[config.mk]
export PLATFORM = sky130hd
export DESIGN_NAME = crtrain_seq
export DESIGN_NICKNAME = d
export VERILOG_FILES = /design/src/rtl/crtrain_pkg.sv /design/src/rtl/crtrain_ctrl.sv /design/src/rtl/crtrain_dp.sv /design/src/rtl/crtrain_seq.sv
export SDC_FILE = /design/constraint.sdc
export NUM_CORES = 1
export LEC_CHECK = 0
export BUFFER_PORTS_ARGS = -buffer_cell sky130_fd_sc_hd__buf_2
export CAP_MARGIN = 30
export CORE_MARGIN = 1
export CORE_UTILIZATION = 57
export CTS_BUF_LIST = sky130_fd_sc_hd__clkbuf_16
export DETAILED_ROUTE_END_ITERATION = 10
export GPL_TIMING_DRIVEN = 0
export PLACE_DENSITY = 0.75
export SETUP_SLACK_MARGIN = 0.3
export SLEW_MARGIN = 20
export SYNTH_ARGS = -nofsm -noshare
export SYNTH_HDL_FRONTEND = slang
export SYNTH_HIERARCHICAL = 1
export SYNTH_SLANG_ARGS = --single-unit
[constraint.sdc]
create_clock -name clk -period 4.4 [get_ports clk]
set_clock_uncertainty 0.15 [all_clocks]
set_input_delay 0.22 -clock clk [delete_from_list [all_inputs] [get_ports clk]]
set_output_delay 0.22 -clock clk [all_outputs]
set_load 0.1 [all_outputs]
[src/rtl/crtrain_pkg.sv]
package crtrain_pkg;

  localparam int unsigned LANES = 4;

  typedef enum logic [1:0] {
    RES_OK        = 2'd0,
    RES_FAIL_NONE = 2'd1,
    RES_FAIL_PART = 2'd2
  } crResult_e;

  typedef enum logic [1:0] {
    OP_NONE      = 2'd0,
    OP_BURST_WR  = 2'd1,
    OP_LANE_WR   = 2'd2,
    OP_STATUS_RD = 2'd3
  } crOp_e;

  localparam logic [2:0] LEN_BURST  = 3'd5;
  localparam logic [2:0] LEN_LANES  = 3'd4;
  localparam logic [2:0] LEN_STATUS = 3'd6;

  // control -> datapath strobes
  typedef struct packed {
    logic init;
    logic armWait;
    logic capture;
    logic advance;
    logic finishOk;
    logic finishFail;
  } crStrobe_t;

endpackage

[src/rtl/crtrain_ctrl.sv]
module crtrain_ctrl
  import crtrain_pkg::*;
(
  input  logic       clk,
  input  logic       rstN,
  input  logic       start,
  input  logic       rspValid,
  input  logic       waitDone,
  input  logic       allLocked,
  input  logic       atMaxSwing,
  input  logic       limitHit,
  input  logic       firstIter,
  output crStrobe_t  strobe,
  output logic       phyApply,
  output logic       cmdValid,
  output logic [1:0] cmdOp,
  output logic [2:0] cmdLen
);

  typedef enum logic [2:0] {
    S_IDLE, S_APPLY, S_WRITE, S_WAIT, S_READ, S_EVAL, S_CHECK
  } state_e;

  state_e stateQ, stateD;

  always_ff @(posedge clk or negedge rstN) begin
    if (!rstN) stateQ <= S_IDLE;
    else       stateQ <= stateD;
  end

  always_comb begin
    stateD   = stateQ;
    strobe   = '0;
    phyApply = 1'b0;
    cmdValid = 1'b0;
    cmdOp    = OP_NONE;
    cmdLen   = 3'd0;
    unique case (stateQ)
      S_IDLE: begin
        if (start) begin
          strobe.init = 1'b1;
          stateD      = S_APPLY;
        end
      end
      S_APPLY: begin
        phyApply = 1'b1;
        stateD   = S_WRITE;
      end
      S_WRITE: begin
        cmdValid = 1'b1;
        cmdOp    = firstIter ? OP_BURST_WR : OP_LANE_WR;
        cmdLen   = firstIter ? LEN_BURST : LEN_LANES;
        if (rspValid) begin
          strobe.armWait = 1'b1;
          stateD         = S_WAIT;
        end
      end
      S_WAIT: begin
        if (waitDone) stateD = S_READ;
      end
      S_READ: begin
        cmdValid = 1'b1;
        cmdOp    = OP_STATUS_RD;
        cmdLen   = LEN_STATUS;
        if (rspValid) begin
          strobe.capture = 1'b1;
          stateD         = S_EVAL;
        end
      end
      S_EVAL: begin
        if (allLocked) begin
          strobe.finishOk = 1'b1;
          stateD          = S_IDLE;
        end else if (atMaxSwing) begin
          strobe.finishFail = 1'b1;
          stateD            = S_IDLE;
        end else begin
          strobe.advance = 1'b1;
          stateD         = S_CHECK;
        end
      end
      S_CHECK: begin
        if (limitHit) begin
          strobe.finishFail = 1'b1;
          stateD            = S_IDLE;
        end else begin
          stateD = S_APPLY;
        end
      end
      default: stateD = S_IDLE;
    endcase
  end

endmodule

[src/rtl/crtrain_dp.sv]
module crtrain_dp
  import crtrain_pkg::*;
#(
  parameter int unsigned BASE_WAIT = 12500,
  parameter int unsigned UNIT_WAIT = 500000,
  parameter int unsigned ITER_CAP  = 10,
  parameter int unsigned SAME_CAP  = 5,
  parameter int unsigned FIELD_W   = 8,
  parameter int unsigned SWING_W   = 2
) (
  input  logic               clk,
  input  logic               rstN,
  input  crStrobe_t          strobe,
  input  logic [1:0]         laneCfg,
  input  logic               rxRev12,
  input  logic [FIELD_W-1:0] rxInterval,
  input  logic [LANES-1:0]   rspCrDone,
  input  logic [SWING_W-1:0] rspReqSwing,
  input  logic [SWING_W-1:0] rspReqPreEmph,
  output logic               waitDone,
  output logic               allLocked,
  output logic               atMaxSwing,
  output logic               limitHit,
  output logic               firstIter,
  output logic [SWING_W-1:0] swingQ,
  output logic [SWING_W-1:0] preQ,
  output logic               doneQ,
  output logic [1:0]         resultQ,
  output logic               errQ
);

  localparam int unsigned WAIT_W = $clog2(((2**FIELD_W) - 1) * UNIT_WAIT + BASE_WAIT + 1);
  localparam int unsigned ITER_W = $clog2(ITER_CAP + 1);
  localparam int unsigned SAME_W = $clog2(SAME_CAP + 1);
  localparam logic [SWING_W-1:0] MAX_SWING = '1;

  logic [WAIT_W-1:0]  waitLen, waitLenQ, waitQ;
  logic [ITER_W-1:0]  iterQ;
  logic [SAME_W-1:0]  sameQ;
  logic [LANES-1:0]   maskD, maskQ, stsQ;
  logic [SWING_W-1:0] reqSwQ, reqPeQ;
  logic               iterCap;

  always_comb begin
    if (rxRev12 && rxInterval != '0)
      waitLen = WAIT_W'(rxInterval) * WAIT_W'(UNIT_WAIT);
    else
      waitLen = WAIT_W'(BASE_WAIT);
  end

  always_comb begin
    unique case (laneCfg)
      2'd0:    maskD = LANES'(4'b0001);
      2'd1:    maskD = LANES'(4'b0011);
      default: maskD = LANES'(4'b1111);
    endcase
  end

  assign waitDone   = (waitQ == WAIT_W'(1));
  assign allLocked  = ((stsQ & maskQ) == maskQ);
  assign atMaxSwing = (swingQ == MAX_SWING);
  assign iterCap    = (iterQ >= ITER_W'(ITER_CAP));
  assign limitHit   = iterCap || (sameQ >= SAME_W'(SAME_CAP));
  assign firstIter  = (iterQ == '0);

  always_ff @(posedge clk or negedge rstN) begin
    if (!rstN) begin
      waitLenQ <= '0;
      waitQ    <= '0;
      iterQ    <= '0;
      sameQ    <= '0;
      maskQ    <= '0;
      stsQ     <= '0;
      reqSwQ   <= '0;
      reqPeQ   <= '0;
      swingQ   <= '0;
      preQ     <= '0;
      doneQ    <= 1'b0;
      resultQ  <= RES_OK;
      errQ     <= 1'b0;
    end else begin
      doneQ <= strobe.finishOk | strobe.finishFail;
      if (strobe.init) begin
        waitLenQ <= waitLen;
        maskQ    <= maskD;
        iterQ    <= '0;
        sameQ    <= '0;
        swingQ   <= '0;
        preQ     <= '0;
      end
      if (strobe.armWait)       waitQ <= waitLenQ;
      else if (waitQ != '0)     waitQ <= waitQ - WAIT_W'(1);
      if (strobe.capture) begin
        stsQ   <= rspCrDone;
        reqSwQ <= rspReqSwing;
        reqPeQ <= rspReqPreEmph;
      end
      if (strobe.advance) begin
        sameQ  <= (reqSwQ == swingQ) ? sameQ + SAME_W'(1) : '0;
        swingQ <= reqSwQ;
        preQ   <= reqPeQ;
        iterQ  <= iterQ + ITER_W'(1);
      end
      if (strobe.finishOk) resultQ <= RES_OK;
      if (strobe.finishFail) begin
        resultQ <= ((stsQ & maskQ) != '0) ? RES_FAIL_PART : RES_FAIL_NONE;
        if (iterCap) errQ <= 1'b1;
      end
    end
  end

endmodule

[src/rtl/crtrain_seq.sv]
module crtrain_seq
  import crtrain_pkg::*;
#(
  parameter int unsigned BASE_WAIT = 12500,
  parameter int unsigned UNIT_WAIT = 500000,
  parameter int unsigned ITER_CAP  = 10,
  parameter int unsigned SAME_CAP  = 5
) (
  input  logic       clk,
  input  logic       rstN,
  input  logic       start,
  input  logic [1:0] laneCfg,
  input  logic       rxRev12,
  input  logic [7:0] rxInterval,
  output logic       phyApply,
  output logic [1:0] phySwing,
  output logic [1:0] phyPreEmph,
  output logic       cmdValid,
  output logic [1:0] cmdOp,
  output logic [2:0] cmdLen,
  input  logic       rspValid,
  input  logic [3:0] rspCrDone,
  input  logic [1:0] rspReqSwing,
  input  logic [1:0] rspReqPreEmph,
  output logic       done,
  output logic [1:0] result,
  output logic       errIterCap
);

  crStrobe_t strobe;
  logic waitDone, allLocked, atMaxSwing, limitHit, firstIter;

  crtrain_ctrl u_ctrl (
    .clk(clk), .rstN(rstN), .start(start), .rspValid(rspValid),
    .waitDone(waitDone), .allLocked(allLocked), .atMaxSwing(atMaxSwing),
    .limitHit(limitHit), .firstIter(firstIter), .strobe(strobe),
    .phyApply(phyApply), .cmdValid(cmdValid), .cmdOp(cmdOp), .cmdLen(cmdLen)
  );

  crtrain_dp #(
    .BASE_WAIT(BASE_WAIT), .UNIT_WAIT(UNIT_WAIT), .ITER_CAP(ITER_CAP),
    .SAME_CAP(SAME_CAP), .FIELD_W(8), .SWING_W(2)
  ) u_dp (
    .clk(clk), .rstN(rstN), .strobe(strobe), .laneCfg(laneCfg),
    .rxRev12(rxRev12), .rxInterval(rxInterval), .rspCrDone(rspCrDone),
    .rspReqSwing(rspReqSwing), .rspReqPreEmph(rspReqPreEmph),
    .waitDone(waitDone), .allLocked(allLocked), .atMaxSwing(atMaxSwing),
    .limitHit(limitHit), .firstIter(firstIter), .swingQ(phySwing),
    .preQ(phyPreEmph), .doneQ(done), .resultQ(result), .errQ(errIterCap)
  );

endmodule

==> flow_summary.html <==
<table>
<tr><th>Metric</th><th>Value</th></tr>
<tr><th colspan="2">Pwr</th></tr>
<tr><td>Combinational share of power</td><td>42.9%</td></tr>
<tr><td>Worst voltage drop across the vdd grid</td><td>0.000250 V</td></tr>
<tr><td>Leakage power total</td><td>0.00311 uW</td></tr>
<tr><td>Fraction of power consumed by sequential logic</td><td>33.5%</td></tr>
<tr><td>Switching component of the power</td><td>1360 uW</td></tr>
<tr><td>Net Sw Frac</td><td>40.3%</td></tr>
<tr><td>Clock power frac</td><td>23.6%</td></tr>
<tr><td>Internal power</td><td>2010 uW</td></tr>
<tr><td>Power per cell area</td><td>506 nW/um^2</td></tr>
<tr><th colspan="2">Floorplanning</th></tr>
<tr><td>DIE AREA</td><td>10600 sq um</td></tr>
<tr><td>Die X-Extent</td><td>103 um</td></tr>
<tr><td>Effective utilization at floorplan</td><td>59.1%</td></tr>
<tr><td>Number of primary I/O pins</td><td>38</td></tr>
<tr><td>Area of the core</td><td>9860 sq um</td></tr>
<tr><td>DIE HEIGHT</td><td>103 um</td></tr>
<tr><td>Site row count</td><td>36</td></tr>
<tr><th colspan="2">Critical path</th></tr>
<tr><td>Crit path buf inv count</td><td>3</td></tr>
<tr><td>Required arrival time at the worst endpoint</td><td>4.52 ns</td></tr>
<tr><td>CP Capture Point</td><td>u_dp/waitLenQ[23]$_DFFE_PN0P_</td></tr>
<tr><td>Endpoint of the lowest-slack register-to-register path</td><td>u_dp/waitLenQ[21]$_DFFE_PN0P_</td></tr>
<tr><td>Worst R2R Start</td><td>u_ctrl/stateQ[0]$_DFFE_PN0P_</td></tr>
<tr><td>Crit path largest cell delay</td><td>0.64 ns</td></tr>
<tr><td>Category of cells accounting for the largest share of critical-path delay</td><td>adder cells</td></tr>
<tr><td>Number of cell instances on the worst register-to-register path</td><td>7</td></tr>
<tr><td>Critical Path Source</td><td>rxInterval[2]</td></tr>
<tr><td>Crit path top cell by count</td><td>fa_1</td></tr>
<tr><td>Crit path cell chain</td><td>buf_2, fa_1, ha_1, fa_1, inv_1, fa_1, inv_1, ha_1, nand3_1, nor3_1, a21oi_1, or4b_2, nand3_1</td></tr>
<tr><td>Type of the setup path with the least slack</td><td>input pin to register</td></tr>
<tr><td>Number of cells on the critical path</td><td>13</td></tr>
<tr><td>Slack of the worst reg-to-reg path</td><td>1.69 ns</td></tr>
<tr><td>Kind of capture point of the worst setup path</td><td>register</td></tr>
<tr><td>Highest-delay cell along the critical path</td><td>or4b_2</td></tr>
<tr><td>Worst path arrival time</td><td>3.94 ns</td></tr>
<tr><td>Maximum fanout count along the critical path</td><td>6</td></tr>
<tr><td>Kind of launch point of the worst setup path</td><td>input pin</td></tr>
<tr><th colspan="2">Drt</th></tr>
<tr><td>Sum of routed wire length over all layers</td><td>13.3 mm</td></tr>
<tr><td>Via-per-instance ratio</td><td>5.82</td></tr>
<tr><td>Number of design rule violations left after detail routing</td><td>0</td></tr>
<tr><td>Length of the first detailed-routing pass in iterations</td><td>4</td></tr>
<tr><td>Number of antenna-violating nets in the routed design</td><td>0</td></tr>
<tr><td>Total via count in the routed design</td><td>4612</td></tr>
<tr><td>Violation count after the first detailed-routing iteration</td><td>299</td></tr>
<tr><td>Final routed wire length divided by cell count</td><td>16.8 um</td></tr>
<tr><th colspan="2">Timing</th></tr>
<tr><td>Measured slew at the worst slew-check pin</td><td>0.581 ns</td></tr>
<tr><td>Sum Neg Setup Slack</td><td>0 ns</td></tr>
<tr><td>Max Clock Freq</td><td>262 MHz</td></tr>
<tr><td>Final critical-path required period</td><td>3.82 ns</td></tr>
<tr><td>Slew margin rel.</td><td>61.1%</td></tr>
<tr><td>Final number of max-transition violations</td><td>0</td></tr>
<tr><td>Final Setup Violations</td><td>0</td></tr>
<tr><td>Setup repair after global routing missed its margin</td><td>no</td></tr>
<tr><td>Final number of hold-violating endpoints</td><td>0</td></tr>
<tr><td>Share of the clock period used by the worst path after layout</td><td>86.7%</td></tr>
<tr><th colspan="2">Global routing</th></tr>
<tr><td>Largest net degree at the start of global routing</td><td>48</td></tr>
<tr><td>Total global routing overflow</td><td>0</td></tr>
<tr><td>Initial antenna violation count</td><td>0</td></tr>
<tr><td>Number of global-route vias before repair</td><td>4591</td></tr>
<tr><td>GRT Resource Usage Total</td><td>27.4%</td></tr>
<tr><td>First-pass GRT wire length</td><td>22.5 mm</td></tr>
<tr><th colspan="2">Finish</th></tr>
<tr><td>Design area</td><td>6640 sq um</td></tr>
<tr><td>Most common cell after layout, fill and taps aside</td><td>dfrtp_1</td></tr>
<tr><td>Area Overhead vs Synth</td><td>13.7%</td></tr>
<tr><td>Register cell area after layout</td><td>1980 sq um</td></tr>
<tr><td>Share of post-route cells with drive strength above 1</td><td>13.9%</td></tr>
<tr><td>Leading cell types in the layout, fill and taps excluded</td><td>dfrtp_1, ha_1, inv_1</td></tr>
<tr><td>Area occupied by multi-input gates</td><td>3540 sq um</td></tr>
<tr><td>Fillers</td><td>777</td></tr>
<tr><td>Layout Nets</td><td>760</td></tr>
<tr><td>Diodes inserted</td><td>0</td></tr>
<tr><th colspan="2">Synthesis</th></tr>
<tr><td>Main combinational cell family by area after synthesis</td><td>adder cells</td></tr>
<tr><td>Number of different library cells in the post-synthesis netlist</td><td>72</td></tr>
<tr><td>Post-Synthesis Cells</td><td>596</td></tr>
<tr><td>Number of warning messages in the yosys log</td><td>6</td></tr>
<tr><td>Synth area leader</td><td>dfrtp_1</td></tr>
<tr><td>Post-synth ARST share</td><td>100%</td></tr>
<tr><td>Area fraction of the dominant cell type after synthesis</td><td>33.9%</td></tr>
<tr><td>Compound-gate portion of the synthesized area</td><td>15.7%</td></tr>
<tr><td>Number of nets produced by synthesis</td><td>701</td></tr>
<tr><td>Xor/xnor cell area share of the yosys netlist</td><td>5.10%</td></tr>
<tr><td>Multiplexer area fraction after synthesis</td><td>2.77%</td></tr>
<tr><td>Share of synthesized area occupied by flip-flops and latches</td><td>33.9%</td></tr>
<tr><td>Post-Syn Area per Cell</td><td>9.79 sq um</td></tr>
<tr><td>Simple-gate area share of the yosys netlist</td><td>17.4%</td></tr>
<tr><td>Register bit total from synthesis</td><td>79</td></tr>
<tr><td>Post-synthesis instance area</td><td>5830 sq um</td></tr>
<tr><td>Area contributors post-synth</td><td>dfrtp_1, ha_1, fa_1, inv_1, xnor2_1</td></tr>
<tr><td>Dominant synthesized flop cell</td><td>dfrtp_1</td></tr>
<tr><td>Number of synthesized flops with an enable pin</td><td>0</td></tr>
<tr><td>Adder-cell area share of the yosys netlist</td><td>19.8%</td></tr>
<tr><th colspan="2">Placement</th></tr>
<tr><td>Sum of net half-perimeters after detailed placement</td><td>9.79 mm</td></tr>
<tr><td>Post-detailed-placement cell area</td><td>6220 sq um</td></tr>
<tr><td>Final GP Congestion</td><td>0.884</td></tr>
<tr><td>Number of input and output port buffers inserted</td><td>37</td></tr>
<tr><th colspan="2">Clock network</th></tr>
<tr><td>Deepest clock path buffer count</td><td>2</td></tr>
<tr><td>Root buffer selected by CTS</td><td>clkbuf_16</td></tr>
<tr><td>Post-CTS sizing</td><td>0</td></tr>
<tr><td>TritonCTS buffer count</td><td>9</td></tr>
<tr><td>Post-CTS Repair Setup Buffers</td><td>0</td></tr>
<tr><td>Quantity of hold-fixing buffers added after cts</td><td>10</td></tr>
<tr><td>Clock Latency Late Sink</td><td>0.33 ns</td></tr>
<tr><td>H-tree depth</td><td>3</td></tr>
<tr><td>Clock tree sinks</td><td>79</td></tr>
<tr><td>Clock transition at the register clock pins on the worst setup and hold paths after CTS</td><td>0.06 ns</td></tr>
<tr><td>CTS tree</td><td>done</td></tr>
<tr><th colspan="2">Job</th></tr>
<tr><td>Maxcap violations</td><td>0</td></tr>
<tr><th colspan="2">Min path</th></tr>
<tr><td>Min-delay worst type</td><td>input pin to register</td></tr>
<tr><th colspan="2">Outcome</th></tr>
<tr><td>Run status</td><td>finished clean</td></tr>
</table>
-- synth_stat cells, drive strengths merged (4+ instances only) --
cell type and number:
nor3b 4, nor3 13, or3 5, ha 65, xnor2 24, clkbuf 16
nand2 42, a21o 4, nor4b 5, xor2 10, o21a 6, a22o 14
dfrtp 79, and3 8, nand2b 10, o21ai 32, nand4 10, o211ai 5
o31ai 13, fa 17, mux2 9, or2 5, a211oi 7, a21oi 22
inv 56, and2 5, nor4 6, mux2i 6, nand3 17, or4 4
buf 8, nor2 30
-- sequential cells by signal (all words and copies together) (netlist names) --
name,cells
u_dp/reqPeQ,2
u_dp/waitQ,27
u_dp/errQ,1
u_dp/sameQ,3
u_dp/iterQ,4
u_dp/maskQ,3
u_dp/preQ,2
u_dp/waitLenQ,23
u_dp/resultQ,2
u_dp/stsQ,4
u_dp/swingQ,2
u_dp/doneQ,1
u_dp/reqSwQ,2
u_ctrl/stateQ,3
-- how the worst min path moves through the flow --
stage	start	end	cells after the start
CTS	laneCfg[0]	u_dp/maskQ[1]$_DFFE_PN0P_	3
floorplan	rstN	u_ctrl/stateQ[0]$_DFFE_PN0P_	0
global placement	rspCrDone[1]	u_dp/stsQ[1]$_DFFE_PN0P_	3
detailed placement	rstN	u_dp/waitQ[3]$_DFFE_PN0P_	1
finish	laneCfg[0]	u_dp/maskQ[1]$_DFFE_PN0P_	3
global route	laneCfg[0]	u_dp/maskQ[1]$_DFFE_PN0P_	3
-- per-stage QoR --
| step | worst slack (ns) | instances | total power, uW | hold slack (ns) | utilization (%) |
|---|---|---|---|---|---|
| after floorplan | 0.655 | 596 | 2200 | -0.226 | - |
| after global placement | 0.258 | 766 | 2500 | 0.279 | 62.7 |
| after detailed placement | 0.235 | 767 | 2550 | 0.0490 | 63.0 |
| after CTS | 0.588 | 793 | 3370 | 0.00839 | 67.3 |
| after global routing | 0.371 | 793 | 3610 | 0.0493 | 67.3 |
| final | 0.585 | 793 | 3360 | 0.0325 | 67.3 |
-- power by group through the flow --
stage | combinational (uW) | sequential [uW] | clock, uW
after floorplan | 1110 | 1090 | 0
after global placement | 1380 | 1120 | 0
final | 1440 | 1130 | 792
after CTS | 1440 | 1120 | 805
after global routing | 1620 | 1150 | 835
after detailed placement | 1420 | 1130 | 0
-- metal layers --
metal  vias up  GRT usage, %  routed length [um]
li1       2244             -                   -
met1      2242          36.5                6010
met2       109          46.7                6590
met3        17          2.08                 467
met4         0          10.7                 246
met5         -             0                   0
-- worst min-delay path: cells and delay by family --
family	cells	cell delay [ns]
simple gates	1	0.04
compound gates	1	0.13
buf+inv	1	0.08
-- layout make-up --
class / instances / share of cell area (%)
Clock inverter: 7 / 1.43
Clock buffer: 9 / 3.39
Sequential cell: 79 / 29.8
Multi-Input combinational cell: 437 / 53.4
Inverter: 56 / 3.17
Tap cell: 133 / 2.51
Buffer: 24 / 1.56
Timing Repair Buffer: 48 / 4.75
-- kinds of logic (layout without fill, tap and decap cells) --
| group | count (synthesis) | count (layout) |
|---|---|---|
| XOR/XNOR | 34 | 34 |
| multiplexers | 15 | 15 |
| adder cells (fa/ha/maj) | 82 | 82 |
| flip-flops | 79 | 79 |
| AO/OA/AOI/OAI | 131 | 131 |
| AND/OR/NAND/NOR | 175 | 175 |
| buffers and inverters | 80 | 144 |
Power figures use the tool's default switching activity.
